## config.mk

```make
export PLATFORM = sky130hd
export DESIGN_NAME = sfr_byte_reader
export DESIGN_NICKNAME = d
export VERILOG_FILES = /design/src/rtl/sfr_pkg.sv /design/src/rtl/sfr_regs.sv /design/src/rtl/sfr_seq.sv /design/src/rtl/sfr_byte_reader.sv
export SDC_FILE = /design/constraint.sdc
export NUM_CORES = 1
export LEC_CHECK = 0
export ABC_AREA = 1
export BUFFER_PORTS_ARGS = -buffer_cell sky130_fd_sc_hd__buf_2
export CORE_AREA = 2 2 168 170
export DETAILED_ROUTE_END_ITERATION = 10
export DIE_AREA = 0 0 170 172
export GPL_TIMING_DRIVEN = 0
export SLEW_MARGIN = 20
export SYNTH_ARGS = -nofsm -noshare
export SYNTH_HDL_FRONTEND = slang
export SYNTH_SLANG_ARGS = --single-unit
```

## constraint.sdc

```tcl
create_clock -name clk -period 2.75 [get_ports clk]
set_input_delay 0.275 -clock clk [delete_from_list [all_inputs] [get_ports clk]]
set_output_delay 0.275 -clock clk [all_outputs]
set_load 0.02 [all_outputs]
```

## src/rtl/sfr_pkg.sv

```systemverilog
package sfr_pkg;

  typedef enum logic [1:0] {PH_OPC, PH_ADR, PH_DMY, PH_DAT} phase_e;
  typedef enum logic [1:0] {RM_PLAIN, RM_FAST, RM_DUAL, RM_QUAD} rmode_e;

  localparam logic [7:0] OFS_CMD   = 8'h00;
  localparam logic [7:0] OFS_RDAT  = 8'h0C;
  localparam logic [7:0] OFS_AB0   = 8'h10;
  localparam logic [7:0] OFS_AB1   = 8'h14;
  localparam logic [7:0] OFS_AB2   = 8'h18;
  localparam logic [7:0] OFS_AB3   = 8'hC8;
  localparam logic [7:0] OFS_OPC_A = 8'h2C;
  localparam logic [7:0] OFS_OPC_B = 8'h30;
  localparam logic [7:0] OFS_CFG   = 8'h60;
  localparam logic [7:0] OFS_WIRE  = 8'hCC;

  localparam logic [7:0] CMD_RD1   = 8'h81;
  localparam logic [7:0] OPC_PLAIN = 8'h03;

  // quad beats dual beats fast beats plain
  function automatic rmode_e pick_mode(input logic [3:0] wm, input logic fast);
    if (wm[2])      return RM_QUAD;
    else if (wm[0]) return RM_DUAL;
    else if (fast)  return RM_FAST;
    else            return RM_PLAIN;
  endfunction

  // log2 of the address lane count
  function automatic logic [1:0] addr_lsh(input rmode_e m, input logic [3:0] wm);
    if (m == RM_QUAD && wm[3])      return 2'd2;
    else if (m == RM_DUAL && wm[1]) return 2'd1;
    else                            return 2'd0;
  endfunction

  // log2 of the data lane count
  function automatic logic [1:0] data_lsh(input rmode_e m);
    case (m)
      RM_QUAD: return 2'd2;
      RM_DUAL: return 2'd1;
      default: return 2'd0;
    endcase
  endfunction

endpackage

```

## src/rtl/sfr_regs.sv

```systemverilog
module sfr_regs
  import sfr_pkg::*;
#(
  parameter int REG_AW = 8
) (
  input  logic              clk,
  input  logic              rst_n,
  input  logic              we,
  input  logic [REG_AW-1:0] addr,
  input  logic [7:0]        wdata,
  output logic [7:0]        rdata,
  input  logic              busy,
  input  logic              done,
  input  logic [7:0]        rx_byte,
  output logic              start,
  output logic [31:0]       cur_addr,
  output logic [3:0]        wire_mode,
  output logic              fast_en,
  output logic [7:0]        opc_a,
  output logic [7:0]        opc_b
);

  logic [31:0] ptr_q, ptr_n;
  logic [3:0]  wire_q, wire_n;
  logic        fast_q, fast_n;
  logic [7:0]  opa_q, opa_n, opb_q, opb_n, rd_q, rd_n;
  logic        wr_ok;

  assign wr_ok = we && !busy;
  assign start = wr_ok && (addr == REG_AW'(OFS_CMD)) && (wdata == CMD_RD1);

  always_comb begin
    ptr_n  = ptr_q;
    wire_n = wire_q;
    fast_n = fast_q;
    opa_n  = opa_q;
    opb_n  = opb_q;
    rd_n   = rd_q;
    if (done) begin
      ptr_n = ptr_q + 32'd1;
      rd_n  = rx_byte;
    end else if (wr_ok) begin
      if (addr == REG_AW'(OFS_AB0))   ptr_n[7:0]   = wdata;
      if (addr == REG_AW'(OFS_AB1))   ptr_n[15:8]  = wdata;
      if (addr == REG_AW'(OFS_AB2))   ptr_n[23:16] = wdata;
      if (addr == REG_AW'(OFS_AB3))   ptr_n[31:24] = wdata;
      if (addr == REG_AW'(OFS_WIRE))  wire_n       = wdata[3:0];
      if (addr == REG_AW'(OFS_CFG))   fast_n       = wdata[0];
      if (addr == REG_AW'(OFS_OPC_A)) opa_n        = wdata;
      if (addr == REG_AW'(OFS_OPC_B)) opb_n        = wdata;
    end
  end

  always_ff @(posedge clk or negedge rst_n) begin
    if (!rst_n) begin
      ptr_q  <= '0;
      wire_q <= '0;
      fast_q <= 1'b0;
      opa_q  <= '0;
      opb_q  <= '0;
      rd_q   <= '0;
    end else begin
      ptr_q  <= ptr_n;
      wire_q <= wire_n;
      fast_q <= fast_n;
      opa_q  <= opa_n;
      opb_q  <= opb_n;
      rd_q   <= rd_n;
    end
  end

  always_comb begin
    rdata = 8'h00;
    if (addr == REG_AW'(OFS_CMD))   rdata = {7'd0, busy};
    if (addr == REG_AW'(OFS_RDAT))  rdata = rd_q;
    if (addr == REG_AW'(OFS_AB0))   rdata = ptr_q[7:0];
    if (addr == REG_AW'(OFS_AB1))   rdata = ptr_q[15:8];
    if (addr == REG_AW'(OFS_AB2))   rdata = ptr_q[23:16];
    if (addr == REG_AW'(OFS_AB3))   rdata = ptr_q[31:24];
    if (addr == REG_AW'(OFS_WIRE))  rdata = {4'd0, wire_q};
    if (addr == REG_AW'(OFS_CFG))   rdata = {7'd0, fast_q};
    if (addr == REG_AW'(OFS_OPC_A)) rdata = opa_q;
    if (addr == REG_AW'(OFS_OPC_B)) rdata = opb_q;
  end

  assign cur_addr  = ptr_q;
  assign wire_mode = wire_q;
  assign fast_en   = fast_q;
  assign opc_a     = opa_q;
  assign opc_b     = opb_q;


  ptr_advance_chk: assert property (@(posedge clk) disable iff (!rst_n)
    done |=> ptr_q == $past(ptr_q) + 32'd1);


  byte_capture_chk: assert property (@(posedge clk) disable iff (!rst_n)
    done |=> rd_q == $past(rx_byte));


  busy_write_ignored_chk: assert property (@(posedge clk) disable iff (!rst_n)
    (busy && we && !done) |=> ($stable(ptr_q) && $stable(wire_q) && $stable(fast_q)));

endmodule

```

## src/rtl/sfr_seq.sv

```systemverilog
module sfr_seq
  import sfr_pkg::*;
#(
  parameter int ADDR_BITS  = 24,
  parameter int DUMMY_CLKS = 8
) (
  input  logic        clk,
  input  logic        rst_n,
  input  logic        start,
  input  logic [31:0] cur_addr,
  input  logic [3:0]  wire_mode,
  input  logic        fast_en,
  input  logic [7:0]  opc_a,
  input  logic [7:0]  opc_b,
  input  logic [3:0]  io_in,
  output logic        busy,
  output logic        done,
  output logic [7:0]  rx_byte,
  output logic        sck,
  output logic        cs_n,
  output logic [3:0]  io_out,
  output logic [3:0]  io_oe
);

  localparam int TXW   = 8 + ADDR_BITS;
  localparam int CMAX  = (ADDR_BITS > DUMMY_CLKS) ? ADDR_BITS : DUMMY_CLKS;
  localparam int CNT_W = $clog2(CMAX + 1);

  phase_e           ph_q, ph_n;
  logic             busy_q, busy_n, h_q, h_n, dmy_q, dmy_n;
  logic [CNT_W-1:0] cnt_q, cnt_n;
  logic [TXW-1:0]   tx_q, tx_n;
  logic [7:0]       rx_q, rx_n;
  logic [1:0]       als_q, als_n, dls_q, dls_n;
  rmode_e           mode_w;
  logic [7:0]       opc_w;
  logic             last_beat;

  assign mode_w = pick_mode(wire_mode, fast_en);

  always_comb begin
    case (mode_w)
      RM_PLAIN: opc_w = OPC_PLAIN;
      RM_QUAD:  opc_w = opc_b;
      default:  opc_w = opc_a;
    endcase
  end

  assign last_beat = (cnt_q == CNT_W'(1));

  always_comb begin
    ph_n   = ph_q;
    busy_n = busy_q;
    h_n    = h_q;
    dmy_n  = dmy_q;
    cnt_n  = cnt_q;
    tx_n   = tx_q;
    rx_n   = rx_q;
    als_n  = als_q;
    dls_n  = dls_q;
    done   = 1'b0;
    if (!busy_q) begin
      if (start) begin
        busy_n = 1'b1;
        h_n    = 1'b0;
        ph_n   = PH_OPC;
        cnt_n  = CNT_W'(8);
        tx_n   = {opc_w, cur_addr[ADDR_BITS-1:0]};
        als_n  = addr_lsh(mode_w, wire_mode);
        dls_n  = data_lsh(mode_w);
        dmy_n  = (mode_w != RM_PLAIN);
      end
    end else if (!h_q) begin
      h_n = 1'b1;
    end else begin
      h_n   = 1'b0;
      cnt_n = cnt_q - CNT_W'(1);
      case (ph_q)
        PH_OPC: begin
          tx_n = tx_q << 1;
          if (last_beat) begin
            ph_n  = PH_ADR;
            cnt_n = CNT_W'(ADDR_BITS) >> als_q;
          end
        end
        PH_ADR: begin
          tx_n = tx_q << (1 << als_q);
          if (last_beat) begin
            ph_n  = dmy_q ? PH_DMY : PH_DAT;
            cnt_n = dmy_q ? CNT_W'(DUMMY_CLKS) : (CNT_W'(8) >> dls_q);
          end
        end
        PH_DMY: begin
          if (last_beat) begin
            ph_n  = PH_DAT;
            cnt_n = CNT_W'(8) >> dls_q;
          end
        end
        default: begin
          case (dls_q)
            2'd0:    rx_n = {rx_q[6:0], io_in[1]};
            2'd1:    rx_n = {rx_q[5:0], io_in[1:0]};
            default: rx_n = {rx_q[3:0], io_in};
          endcase
          if (last_beat) begin
            busy_n = 1'b0;
            done   = 1'b1;
          end
        end
      endcase
    end
  end

  always_ff @(posedge clk or negedge rst_n) begin
    if (!rst_n) begin
      ph_q   <= PH_OPC;
      busy_q <= 1'b0;
      h_q    <= 1'b0;
      dmy_q  <= 1'b0;
      cnt_q  <= '0;
      tx_q   <= '0;
      rx_q   <= '0;
      als_q  <= '0;
      dls_q  <= '0;
    end else begin
      ph_q   <= ph_n;
      busy_q <= busy_n;
      h_q    <= h_n;
      dmy_q  <= dmy_n;
      cnt_q  <= cnt_n;
      tx_q   <= tx_n;
      rx_q   <= rx_n;
      als_q  <= als_n;
      dls_q  <= dls_n;
    end
  end

  always_comb begin
    io_out = 4'd0;
    io_oe  = 4'd0;
    if (busy_q && ph_q == PH_OPC) begin
      io_out = {3'd0, tx_q[TXW-1]};
      io_oe  = 4'b0001;
    end else if (busy_q && ph_q == PH_ADR) begin
      case (als_q)
        2'd0:    begin io_out = {3'd0, tx_q[TXW-1]};      io_oe = 4'b0001; end
        2'd1:    begin io_out = {2'd0, tx_q[TXW-1 -: 2]}; io_oe = 4'b0011; end
        default: begin io_out = tx_q[TXW-1 -: 4];         io_oe = 4'b1111; end
      endcase
    end
  end

  assign busy    = busy_q;
  assign rx_byte = rx_n;
  assign sck     = h_q;
  assign cs_n    = ~busy_q;


  sck_half_period_chk: assert property (@(posedge clk) disable iff (!rst_n)
    sck |=> !sck);


  frame_close_chk: assert property (@(posedge clk) disable iff (!rst_n)
    done |=> cs_n);


  data_lanes_released_chk: assert property (@(posedge clk) disable iff (!rst_n)
    (busy_q && (ph_q == PH_DAT || ph_q == PH_DMY)) |-> (io_oe == 4'd0));

endmodule

```

## src/rtl/sfr_byte_reader.sv

```systemverilog
module sfr_byte_reader
  import sfr_pkg::*;
#(
  parameter bit ADDR_4B    = 1'b0,
  parameter int DUMMY_CLKS = 8,
  parameter int REG_AW     = 8
) (
  input  logic              clk,
  input  logic              rst_n,
  input  logic              reg_we,
  input  logic [REG_AW-1:0] reg_addr,
  input  logic [7:0]        reg_wdata,
  output logic [7:0]        reg_rdata,
  output logic              spi_sck,
  output logic              spi_cs_n,
  output logic [3:0]        spi_io_out,
  output logic [3:0]        spi_io_oe,
  input  logic [3:0]        spi_io_in
);

  localparam int ADDR_BITS = ADDR_4B ? 32 : 24;

  logic        busy, done, start, fast_en;
  logic [7:0]  rx_byte, opc_a, opc_b;
  logic [31:0] cur_addr;
  logic [3:0]  wire_mode;

  sfr_regs #(.REG_AW(REG_AW)) u_regs (
    .clk       (clk),
    .rst_n     (rst_n),
    .we        (reg_we),
    .addr      (reg_addr),
    .wdata     (reg_wdata),
    .rdata     (reg_rdata),
    .busy      (busy),
    .done      (done),
    .rx_byte   (rx_byte),
    .start     (start),
    .cur_addr  (cur_addr),
    .wire_mode (wire_mode),
    .fast_en   (fast_en),
    .opc_a     (opc_a),
    .opc_b     (opc_b)
  );

  sfr_seq #(.ADDR_BITS(ADDR_BITS), .DUMMY_CLKS(DUMMY_CLKS)) u_seq (
    .clk       (clk),
    .rst_n     (rst_n),
    .start     (start),
    .cur_addr  (cur_addr),
    .wire_mode (wire_mode),
    .fast_en   (fast_en),
    .opc_a     (opc_a),
    .opc_b     (opc_b),
    .io_in     (spi_io_in),
    .busy      (busy),
    .done      (done),
    .rx_byte   (rx_byte),
    .sck       (spi_sck),
    .cs_n      (spi_cs_n),
    .io_out    (spi_io_out),
    .io_oe     (spi_io_oe)
  );


  sck_in_frame_chk: assert property (@(posedge clk) disable iff (!rst_n)
    spi_sck |-> !spi_cs_n);

endmodule

```

# After elaboration in Yosys (flattened, before gate mapping)
# Cells that the tools add are included.
dict set report classes {
  bitwise_logic 2
  n_reduce_logical 33
  add_sub_neg 2
  n_shift 4
  eq_ne 23
  mux 65
}
# op count
set op_table {}
lappend op_table {{$mux 32} 5}
lappend op_table {{$mux 8} 16}
lappend op_table {{$pmux 32 s2} 1}
lappend op_table {{$mux 5} 7}
lappend op_table {{$add 32x1->32 const B} 1}
lappend op_table {{$pmux 8 s2} 2}
lappend op_table {{$shl 1x2->32 const A} 1}
lappend op_table {{$shl 32x32->32} 1}
lappend op_table {{$eq 8x5->1 const B} 3}
lappend op_table {{$eq 8x8->1 const B} 3}
lappend op_table {{$mux 2} 9}
lappend op_table {{$eq 8x6->1 const B} 2}
lappend op_table {{$mux 1} 16}
lappend op_table {{$mux 4} 4}
lappend op_table {{$pmux 4 s2} 2}
lappend op_table {{$pmux 5 s3} 1}
lappend op_table {{$reduce_and 3->1} 5}
lappend op_table {{$reduce_bool 2->1} 7}
lappend op_table {{$ne 3x3->1 const B} 4}
lappend op_table {{$reduce_and 2->1} 6}
lappend op_table {{$eq 8x4->1 const B} 1}
lappend op_table {{$eq 8x7->1 const B} 1}
lappend op_table {{$logic_not 2->1} 4}
lappend op_table {{$logic_not 8->1} 1}
lappend op_table {{other kinds (15)} 26}
dict set report word_totals {
  regBits 115
  wordCells 147
  input_bits 23
  output_inout_bits 18
}

# Logic depth before layout (Yosys ltp)
# Gate-level depths: netlist of run 1.
dict set report logic_depth {
  word_depth 11
  depth_mapped 14
  ltp_nobuf 12
}

# By module
# A second synthesis of run 1 with hierarchy kept.
dict set report hier_totals {
  cells_unflattened 1359
  area_unflattened_um2 8853.5
}
# mod seq_area_each_um2 cells_per_inst instances area_per_inst_um2
set by_module_without_submodules {}
lappend by_module_without_submodules {sfr_seq 1351.3 762 1 4693.3}
lappend by_module_without_submodules {sfr_regs 1526.5 597 1 4160.2}

# Least setup slack after synthesis of run 1
# No wires, ideal clock.
dict set report synth_path {
  kind {flip-flop to output port}
  startpoint {register u_seq.als_q[1]}
  endpoint {output spi_io_out[0]}
  arrival_time_ps 1926
  required_time_ps 2475
  setup_slack_ps 549
  stages_incl_launch_ff 8
  path_buffers 2
  cell_sequence {dfrtp_1 inv_1 ha_1 buf_4 clkbuf_1 nor2_1 nand2_1 o221ai_1}
}
dict set report synth_via {
  elab_chain_len 4
  elab_cells_between_ends 5
  classes_between {eq/ne (1); mux (3); reduce/logical (1)}
}
# item line_no
set synth_lines {}
lappend synth_lines {{start, declared} sfr_seq.sv:34} ;# logic [1:0] als_q, als_n, dls_q, dls_n;
lappend synth_lines {{start signal, assigned} sfr_seq.sv:133} ;# als_q <= als_n;
lappend synth_lines {{$eq 2x1->1 / $logic_not 2->1 (equally long branches)} sfr_seq.sv:145} ;# case (als_q)
lappend synth_lines {{$pmux 4 s2 (*)} sfr_seq.sv:145}
lappend synth_lines {{$mux 4 (*)} sfr_seq.sv:144} ;# end else if (busy_q && ph_q == PH_ADR) begin
lappend synth_lines {{$mux 4 (*)} sfr_seq.sv:141} ;# if (busy_q && ph_q == PH_OPC) begin
lappend synth_lines {{end, declared} sfr_byte_reader.sv:16} ;# output logic [3:0] spi_io_out,
# Mark *: on every way between the ends. The rest lies on a longest branch, timed or not.

# Worst setup path after layout of run 1
dict set report layout_path {
  startpoint {register u_regs.wire_q[2] (netlist: u_regs.wire_mode[2])}
  endpoint {register u_seq.tx_q[31]}
}
dict set report layout_via {
  elab_chain_len 5
  elab_cells_between_ends 6
  classes_between {eq/ne (1); mux (4); reduce/logical (1)}
}
# item line_no
set layout_lines {}
lappend layout_lines {{start, declared} sfr_regs.sv:24} ;# logic [3:0] wire_q, wire_n;
lappend layout_lines {{start signal, assigned} sfr_regs.sv:64} ;# wire_q <= wire_n;
lappend layout_lines {{$mux 2 (*)} sfr_pkg.sv:22} ;# if (wm[2]) return RM_QUAD;
lappend layout_lines {{$eq 2x2->1 / $logic_not 2->1 (equally long branches)} sfr_seq.sv:42} ;# case (mode_w)
lappend layout_lines {{$pmux 8 s2 (*)} sfr_seq.sv:42}
lappend layout_lines {{$mux 32 (*)} sfr_seq.sv:63} ;# if (start) begin
lappend layout_lines {{$mux 32 (*)} sfr_seq.sv:62} ;# if (!busy_q) begin
lappend layout_lines {{end signal, assigned} sfr_seq.sv:131} ;# tx_q <= tx_n;
lappend layout_lines {{end, declared} sfr_seq.sv:32} ;# logic [TXW-1:0] tx_q, tx_n;
# Mark *: on every way between the ends. The rest lies on a longest branch, timed or not. The select of a mux whose other input is x is not followed.
# A chain may end at the register's enable or synchronous reset.

==> flow_summary.yaml, run 1 <==
outcome:
  outcome: "finished clean"
route:
  vias: 9445
  dr.pass1.iters: 5
  avgRoutedWirePerCell_um: 19.10
  ant_nets: 0
  drc: 0
  drtIter0Drc: 1149
  viasPerCell: 5.425
  drt_wl_total_mm: 33.26
worst_setup_path:
  cpPeakStageDelay_ns: 0.47
  critPathRequiredTime_ns: 3.08
  worstRegToRegCells: 9
  crit_fanout: 10
  cp_slowest_cell: "clkbuf_1"
  critical_path_arrival_ns: 2.96
  endpoint_kind: "flip-flop"
  start_kind: "flip-flop"
  crit_chain: "a21oi_1 > inv_1 > ha_1 > clkbuf_1 > nor2_4 > a22oi_1 > a21oi_1 > nand2_1 > nand2_1"
  path_class: "flip-flop to flip-flop"
pwr:
  switching_share_pct: 24.21
  power_density_mw_per_mm2: 406.2
  p_leak_nw: 5.215
  power_frac_seq_pct: 41.8
  clockPowerShare_pct: 54.8
  ir_worst_vdd_uv: 414.4
  p_int_mw: 3.059
  combPwrFrac_pct: 3.4
  power_mw: 4.036
  netSwitchingPower_uw: 976.9
clocking:
  cts.sinks: 114
  h-tree-depth: 4
  cts_tree: "built"
  clkLatencyLatePin_ns: 0.43
  clockRootBuffer: "clkbuf_16"
  clk_pin_slew_ns: 0.06
  postCtsSetupBuffers: 0
  cts_buffer_depth: 2
  cts_buffers: 17
global_routing:
  grt_overflow_total: 0
  antenna_found_initial: 0
  grt_max_degree: 67
  track_usage_pct: 23.41
  grt_pass1_wl_mm: 52.38
  grt_pass1_vias: 8890
sta:
  setup_tns_ns: 0
  tightest_slew_ns: 0.9015
  grt_setup_unrepaired: "false"
  finClkSkew_ns: 0.01621
  drv_slew: 0
  slew_headroom_pct: 39.62
  setup_viol: 0
  fmax_mhz: 379.9
  period_share_pct: 95.72
  hold_viol: 0
  final.min_clock_period_ns: 2.632
logic_synthesis:
  ys_types: 48
  synth_area_per_cell_um2: 6.545
  synth_top_area_cell: "dfrtp_1"
  ys_warn_count: 0
  yosysSeqAreaShare_pct: 33.00
  synthXorXnorAreaFrac_pct: 2.533
  synth_seq_cells: 114
  synth_area_leaders: "dfrtp_1 (33%), nand2_1 (19%), nand3_1 (7.5%), inv_1 (6.0%), o21ai_0 (4.8%)"
  syn-cell-area_mm2: 0.008646
  synthAdderAreaFrac_pct: 2.315
  muxShareOfSynthArea_pct: 0.1158
  synthDominantCellAreaShare_pct: 33.00
  synth_top_family_by_area: "simple AND/OR/NAND/NOR gates"
  synth_cells: 1321
  synth-simple-area-share_pct: 35.60
  synth_compound_area_share_pct: 16.79
  syn_nets: 1360
layout:
  nets: 1421
  final_area_mm2: 0.009935
  final_util_pct: 36.16
  syn_to_final_growth_pct: 14.91
  final_layout_size_suffix_gt1_share_pct: 10.75
  antennaDiodeCount: 0
  fin_cells: 1741
  n_fill_cell: 3060
hold_path:
  hold_path.class: "primary input to flip-flop"
  worstHoldPathCells: 3
die:
  core_region_area_mm2: 0.02748
  die_w_um: 170
  start_util_pct: 31.47
  die_height_um: 172
  dieArea_mm2: 0.02924
  boundaryPins: 41
  num_rows: 61
job:
  drv_cap: 0
placed_design:
  dp.cells: 1708
  dpl_cell_area_mm2: 0.009313
  io_buffer_count: 40
  hpwl_mm: 25.61
  gp_congestion: 0.9737
what timing repair did:
action | in CTS | in global routing
gates resized for setup | 3 | 8
hold buffers | 1 | 0
endpoints found under the hold margin | 65 | 0
endpoints found under the setup margin | 6 | 8
area by class of cell:
class,instances,area (um2),area share (%)
plain buffers,53,286.5,2.884
clock buffers,18,429.2,4.320
clock inverters,14,155.1,1.562
inverters,148,555.5,5.592
multi-input cells,1006,4979,50.11
flip-flops and latches,114,2853,28.72
well taps,346,432.9,4.358
repair buffers,42,244.0,2.456
cells by family after synthesis:
group / Yosys count
buf+inv: 201
flops: 114
compound gates: 250
simple gates: 714
mux: 1
fa+ha+maj: 16
xor+xnor: 25
worst paths after layout:
check,startpoint,end,slack [ns]
hold / removal,spi_io_in[1],u_seq.rx_q[0],0.17
hold reg to reg,u_seq.cnt_q[1],u_seq.cnt_q[1],0.48
setup / recovery,u_regs.wire_mode[2],u_seq.tx_q[31],0.12
max in group asynchronous,rst_n,u_regs.cur_addr[17],1.62
setup reg to reg,u_regs.wire_mode[2],u_seq.tx_q[31],0.12
min in group asynchronous,rst_n,u_seq.tx_q[31],0.42
Yosys cell counts, drive strengths merged:
cell / count
a211oi: 5
a21boi: 2
a21o: 4
a21oi: 68
a221oi: 2
a22oi: 4
a31oi: 1
buf: 34
clkbuf: 19
dfrtp: 114
ha: 16
inv: 148
mux2i: 1
nand2: 451
nand3: 131
nand3b: 1
nand4: 13
nor2: 87
nor3: 22
nor3b: 2
nor4: 3
o211ai: 29
o21a: 1
o21ai: 105
o21bai: 2
o221ai: 3
o22ai: 23
o32ai: 1
or2: 4
xnor2: 2
xor2: 23
through the flow:
step,hold slack (ns),worst slack (ns)
floorplan,-0.02059,0.5487
global placement,0.4650,-0.1542
detailed placement,0.3212,-0.01608
CTS,0.1577,0.06299
global route,0.1847,0.02483
finish,0.1655,0.1177
metal layers:
layer	track usage [%]	routed length, um	vias to the layer above
met5	0	0	-
met4	6.615	762	0
met3	4.234	2527	63
met2	36.04	14590	446
met1	33.60	15380	4466
li1	-	-	4470
registers in the layout (all words and copies together), names as in the netlist:
| signal | count |
|---|---|
| u_regs.fast_en | 1 |
| u_regs.opc_a | 8 |
| u_seq.rx_q | 7 |
| u_seq.sck | 1 |
| u_seq.dmy_q | 1 |
| u_seq.als_q | 2 |
| u_regs.opc_b | 8 |
| u_seq.ph_q | 2 |
| u_regs.wire_mode | 4 |
| u_seq.busy | 1 |
| u_seq.tx_q | 32 |
| u_regs.rd_q | 8 |
| u_seq.dls_q | 2 |
| u_seq.cnt_q | 5 |
| u_regs.cur_addr | 32 |
worst max-delay path: cells and delay by family, from the launching register on:
kind | cells | cell delay, ns
adder cells (fa/ha/maj) | 1 | 0.30
flip-flops | 1 | 0.41
AND/OR/NAND/NOR | 3 | 0.31
AO/OA/AOI/OAI | 3 | 0.91
buffers and inverters | 2 | 0.60
power groups by stage:
stage / clock [mW] / sequential, mW / combinational (mW)
2_1_floorplan: 0 / 1.72 / 0.0477
3_3_place_gp: 0 / 1.72 / 0.130
3_5_place_dp: 0 / 1.72 / 0.137
4_1_cts: 2.24 / 1.69 / 0.138
5_1_grt: 2.33 / 1.69 / 0.153
6_report: 2.21 / 1.69 / 0.137
placed cells by master (no fill, tap or decap), types with 8 or more instances in the layout:
| cell | netlist | layout |
|---|---|---|
| buf_1 | 9 | 9 |
| clkbuf_16 | 0 | 17 |
| nand2_1 | 439 | 439 |
| clkbuf_1 | 19 | 18 |
| inv_2 | 9 | 10 |
| o21ai_2 | 8 | 8 |
| nor2_1 | 78 | 77 |
| o21ai_0 | 83 | 82 |
| nor3_1 | 20 | 20 |
| o22ai_1 | 23 | 23 |
| o21ai_1 | 14 | 15 |
| nand2_2 | 11 | 11 |
| buf_2 | 13 | 51 |
| nand3_1 | 130 | 130 |
| o211ai_1 | 29 | 29 |
| nand4_1 | 12 | 12 |
| xor2_1 | 23 | 23 |
| inv_1 | 139 | 138 |
| dfrtp_1 | 114 | 114 |
| a21oi_1 | 68 | 68 |
| ha_1 | 16 | 15 |
No activity file was read; power rests on OpenSTA's default activity.
==> inputs of run 2 (changes only) <==
==> constraint.sdc (replaced) <==
create_clock -name clk -period 2.75 [get_ports clk]
set_input_delay 0.55 -clock clk [delete_from_list [all_inputs] [get_ports clk]]
set_output_delay 0.55 -clock clk [all_outputs]
set_load 0.02 [all_outputs]
==> run 2 against run 1 <==
  * Via count about the same
  * Largest power group unchanged
  * Clock-buffer cell count unchanged
  * Register-to-register slack better by 0.05 ns
==> flow_summary.yaml, run 2 (synthesized netlist as in run 1, its figures left out) <==
clocking:
  cts_hold_buf: 0
  clkLatencyLatePin_ns: 0.43
  cts_buffer_depth: 2
  clockRootBuffer: "clkbuf_16"
  cts.sinks: 114
  cts_tree: "built"
  h-tree-depth: 4
  cts_buffers: 17
  clk_pin_slew_ns: 0.06
hold_path:
  hold_path.class: "primary input to asynchronous set/reset pin"
global_routing:
  grt_overflow_total: 0
  antenna_found_initial: 0
  grt_pass1_wl_mm: 52.46
  grt_pass1_vias: 8892
  grt_max_degree: 67
  met1_usage_pct: 33.64
  track_usage_pct: 23.43
  met2_usage_pct: 35.95
  grt_use_met3_pct: 4.280
  busiest_layer: "met2"
worst_setup_path:
  cpPeakStageDelay_ns: 0.42
  path_buf_inv: 7
  path_class: "flip-flop to primary output"
  worstRegToRegCells: 9
  worstSetupStartpoint: "u_seq.als_q[1]"
  crit_chain: "inv_4 > ha_1 > buf_2 > inv_1 > buf_4 > nand2_1 > inv_1 > buf_4 > buf_2"
  critPathRequiredTime_ns: 2.20
  crit_fanout: 10
  endpoint: "spi_io_oe[3]"
  endpoint_kind: "primary output"
  regToRegStartpoint: "u_regs.wire_mode[2]"
  r2r_end: "u_seq.tx_q[28]"
  cp.depth: 9
  start_kind: "flip-flop"
  r2r_slack_ns: 0.17
  cp_top_family: "buffers and inverters"
  critical_path_arrival_ns: 2.12
  cp_slowest_cell: "dfrtp_2"
route:
  drc: 0
  drtIter0Drc: 1141
  dr.pass1.iters: 8
  viasPerCell: 5.425
  ant_nets: 0
  drt_wl_total_mm: 33.30
  avgRoutedWirePerCell_um: 19.14
  vias: 9439
placed_design:
  io_buffer_count: 40
  gp_congestion: 0.9737
  hpwl_mm: 25.61
  dpl_cell_area_mm2: 0.009313
layout:
  final_area_mm2: 0.009985
  final_util_pct: 36.34
  nets: 1420
  final_layout_size_suffix_gt1_share_pct: 11.69
  syn_to_final_growth_pct: 15.48
  antennaDiodeCount: 0
  final_cell_mix: "nand2_1 (438), inv_1 (136), nand3_1 (130)"
  n_fill_cell: 3060
  final_common_cell: "nand2_1"
die:
  die_height_um: 172
  core_region_area_mm2: 0.02748
  die_w_um: 170
  num_rows: 61
  dieArea_mm2: 0.02924
  boundaryPins: 41
  start_util_pct: 31.47
outcome:
  outcome: "finished clean"
sta:
  finClkSkew_ns: 0.01528
  setup_tns_ns: 0
  setup_viol: 0
  period_share_pct: 96.93
  tightest_slew_ns: 0.8731
  drv_slew: 0
  slew_headroom_pct: 41.52
  final.min_clock_period_ns: 2.666
  fmax_mhz: 375.2
  hold_viol: 0
pwr:
  p_leak_nw: 5.210
  power_density_mw_per_mm2: 404.2
  power_mw: 4.035
  ir_worst_vdd_uv: 413.8
job:
  drv_cap: 0
run 2: changes by cell type in the layout (fill, tap and decap cells not counted), moves of 2 or more:
cell / change
inv_1: -2
clkbuf_1: -2
buf_4: +4
nor2_2: +2
buf_2: -3
nor2_1: -3
run 2: power breakdown:
part | internal, mW | leakage, nW | total (mW) | switching (mW)
combinational | 0.0330 | 3.61 | 0.137 | 0.104
sequential | 1.68 | 1.32 | 1.69 | 0.00231
clock | 1.34 | 0.281 | 2.21 | 0.870
run 2: metrics by stage:
step,setup slack (ns),instances,hold WS [ns]
2_1_floorplan,0.2737,1321,0.2544
3_3_place_gp,-0.4292,1707,0.4650
3_5_place_dp,-0.01608,1708,0.4708
4_1_cts,0.001611,1740,0.1429
5_1_grt,-0.001218,1740,0.1741
6_report,0.08441,1740,0.1138
run 2: final cells by class:
type / count / area [um2] / share of cell area [%]
multi-input combinational: 1006 / 5016 / 50.24
clock buffer: 18 / 429.2 / 4.298
tap: 346 / 432.9 / 4.336
buffer: 52 / 292.8 / 2.932
inverter: 148 / 558.0 / 5.589
timing repair buffer: 42 / 246.5 / 2.469
clock inverter: 14 / 155.1 / 1.554
sequential: 114 / 2854 / 28.58
run 2: worst min path at each step:
| stage | depth (start not counted) | from | to | slack (ns) |
|---|---|---|---|---|
| final | 1 | rst_n | u_seq.tx_q[30] | 0.11 |
| after CTS | 1 | rst_n | u_seq.tx_q[31] | 0.14 |
| after global placement | 2 | u_seq.cnt_q[1] | u_seq.cnt_q[1] | 0.47 |
| after global routing | 1 | rst_n | u_seq.tx_q[28] | 0.17 |
| after floorplan | 0 | rst_n | u_regs.cur_addr[0] | 0.25 |
| after detailed placement | 2 | u_seq.cnt_q[1] | u_seq.cnt_q[1] | 0.47 |
run 2: what timing repair did:
| action | 4_1_cts | 5_1_grt |
|---|---|---|
| setup buffers | 0 | 1 |
| endpoints found under the setup margin | 7 | 14 |
| pin swaps | 0 | 0 |
| resized for setup | 11 | 20 |
run 2: metal layers:
metal  up-vias  routed length [um]  share of wire [%]
met5         -                   0                  0
met4         0                 774                2.3
met3        65                2445                7.3
met2       424               14650                 44
met1      4494               15420                 46
li1       4456                   -                  -
==> inputs of run 3 (changes only) <==
--- a/config.mk
+++ b/config.mk
@@ -11,6 +11,7 @@
 export DETAILED_ROUTE_END_ITERATION = 10
 export DIE_AREA = 0 0 170 172
 export GPL_TIMING_DRIVEN = 0
+export MAX_ROUTING_LAYER = met4
 export SLEW_MARGIN = 20
 export SYNTH_ARGS = -nofsm -noshare
 export SYNTH_HDL_FRONTEND = slang
==> run 3 against run 2 <==
  * Non-clock buffer count down 1
  * Final cell count down 0.11%
  * Clock skew down 0.0038 ns
  * Critical path depth unchanged
  * Global-route usage up 0.72 points
  * Sequential share of layout area up 0.22 points
  * Highest routed layer unchanged
  * Fmax up 0.56%
  * Utilization down 0.28 points
  * Routed wire length up 0.84%
==> flow_summary.yaml, run 3 (synthesized netlist as in run 1, its figures left out) <==
outcome:
  outcome: "finished clean"
clocking:
  cts_hold_buf: 0
  cts_buffer_depth: 2
  cts_buffers: 17
  clkLatencyLatePin_ns: 0.43
  cts_tree: "built"
  h-tree-depth: 4
  clockRootBuffer: "clkbuf_16"
  cts.sinks: 114
  clk_pin_slew_ns: 0.06
placed_design:
  gp_congestion: 0.9893
  io_buffer_count: 40
  hpwl_mm: 25.83
  dpl_cell_area_mm2: 0.009313
pwr:
  p_leak_nw: 5.164
  power_density_mw_per_mm2: 393.6
  ir_worst_vdd_uv: 374.2
  power_mw: 3.900
sta:
  drv_slew: 0
  tightest_slew_ns: 0.8926
  slew_headroom_pct: 40.22
  final.min_clock_period_ns: 2.651
  hold_viol: 0
  finClkSkew_ns: 0.01146
  fin_hold_ws_ns: 0.08794
  period_share_pct: 96.39
  setup_viol: 0
  setup_tns_ns: 0
  fmax_mhz: 377.3
  grt_setup_unrepaired: "false"
layout:
  final_cell_mix: "nand2_1 (439), inv_1 (136), nand3_1 (130)"
  multi_input_area_mm2: 0.004995
  n_fill_cell: 3045
  nets: 1419
  final_common_cell: "nand2_1"
  seqCellArea_mm2: 0.002854
  final_util_pct: 36.06
  final_area_mm2: 0.009907
  final_layout_size_suffix_gt1_share_pct: 11.49
  syn_to_final_growth_pct: 14.59
  antennaDiodeCount: 0
route:
  drtIter0Drc: 1054
  ant_nets: 0
  vias: 9392
  dr.pass1.iters: 6
  viasPerCell: 5.404
  drt_wl_total_mm: 33.58
  avgRoutedWirePerCell_um: 19.32
  drc: 0
die:
  start_util_pct: 31.47
  num_rows: 61
  die_w_um: 170
  die_height_um: 172
  boundaryPins: 41
  dieArea_mm2: 0.02924
  core_region_area_mm2: 0.02748
global_routing:
  grt_pass1_wl_mm: 52.12
  grt_overflow_total: 0
  met2_usage_pct: 36.75
  grt_use_met3_pct: 3.319
  busiest_layer: "met2"
  grt_max_degree: 60
  met1_usage_pct: 33.62
  antenna_found_initial: 0
  grt_pass1_vias: 8811
  track_usage_pct: 24.15
worst_setup_path:
  r2r_slack_ns: 0.19
  cp_top_family: "buffers and inverters"
  r2r_end: "u_seq.tx_q[30]"
  crit_fanout: 10
  endpoint_kind: "primary output"
  critical_path_arrival_ns: 2.10
  start_kind: "flip-flop"
  critPathRequiredTime_ns: 2.20
  crit_path_frequent_cell: "buf_4"
  regToRegStartpoint: "u_regs.fast_en"
  crit_chain: "inv_2 > ha_1 > buf_4 > clkbuf_4 > nor2_2 > nand2_1 > inv_1 > buf_4 > buf_2"
  path_buf_inv: 6
  path_class: "flip-flop to primary output"
  cpPeakStageDelay_ns: 0.41
  worstRegToRegCells: 8
  cp_slowest_cell: "dfrtp_2"
hold_path:
  hold_path.class: "primary input to asynchronous set/reset pin"
job:
  drv_cap: 0
## run 3: cell types whose count changed in the layout (fill, tap and decap cells not counted), moves of 2 or more
cell	previous run	this run
clkinv_4	5	1
bufinv_16	2	0
clkbuf_1	16	14
clkinvlp_4	2	9
## run 3: power by group
group	internal (mW)	switching [mW]	total, mW
Combinational	0.0330	0.103	0.136
Clock	1.15	0.926	2.08
Sequential	1.68	0.00257	1.69
Total	2.87	1.03	3.90
## run 3: worst max-delay path by stage
stage,startpoint,to,depth (start not counted)
2_1_floorplan,u_seq.als_q[1],spi_io_out[0],7
3_3_place_gp,rst_n,u_regs.cur_addr[25],1
3_5_place_dp,reg_addr[6],reg_rdata[4],11
4_1_cts,u_seq.ph_q[1],spi_io_out[0],9
5_1_grt,u_seq.ph_q[1],spi_io_out[1],9
6_report,u_seq.als_q[1],spi_io_oe[3],9
## run 3: area by class of cell
class	count	area share, %
tap	346	4.370
clock buffer	17	4.294
multi-input combinational	1006	50.42
timing repair buffer	44	2.614
inverter	148	5.671
clock inverter	14	1.099
buffer	49	2.728
sequential	114	28.81
## run 3: metrics by stage
step                worst slack (ns)  cells
CTS                         0.004002   1739
floorplan                     0.2737   1321
finish                       0.09931   1738
global route               0.0005469   1738
global placement             -0.4267   1707
detailed placement         -0.006548   1708
## run 3: timing repair
| item | 4_1_cts | 5_1_grt |
|---|---|---|
| cloned | 0 | 0 |
| setup buffers | 2 | 1 |
| pin swaps | 0 | 0 |
| setup endpoints to repair | 7 | 13 |
| resized for setup | 9 | 12 |
## run 3: routing by layer
layer  share of wire (%)  vias up
met5                   0        -
met4                 2.5        0
met3                 7.4       55
met2                  44      437
met1                  46     4436
li1                    -     4464
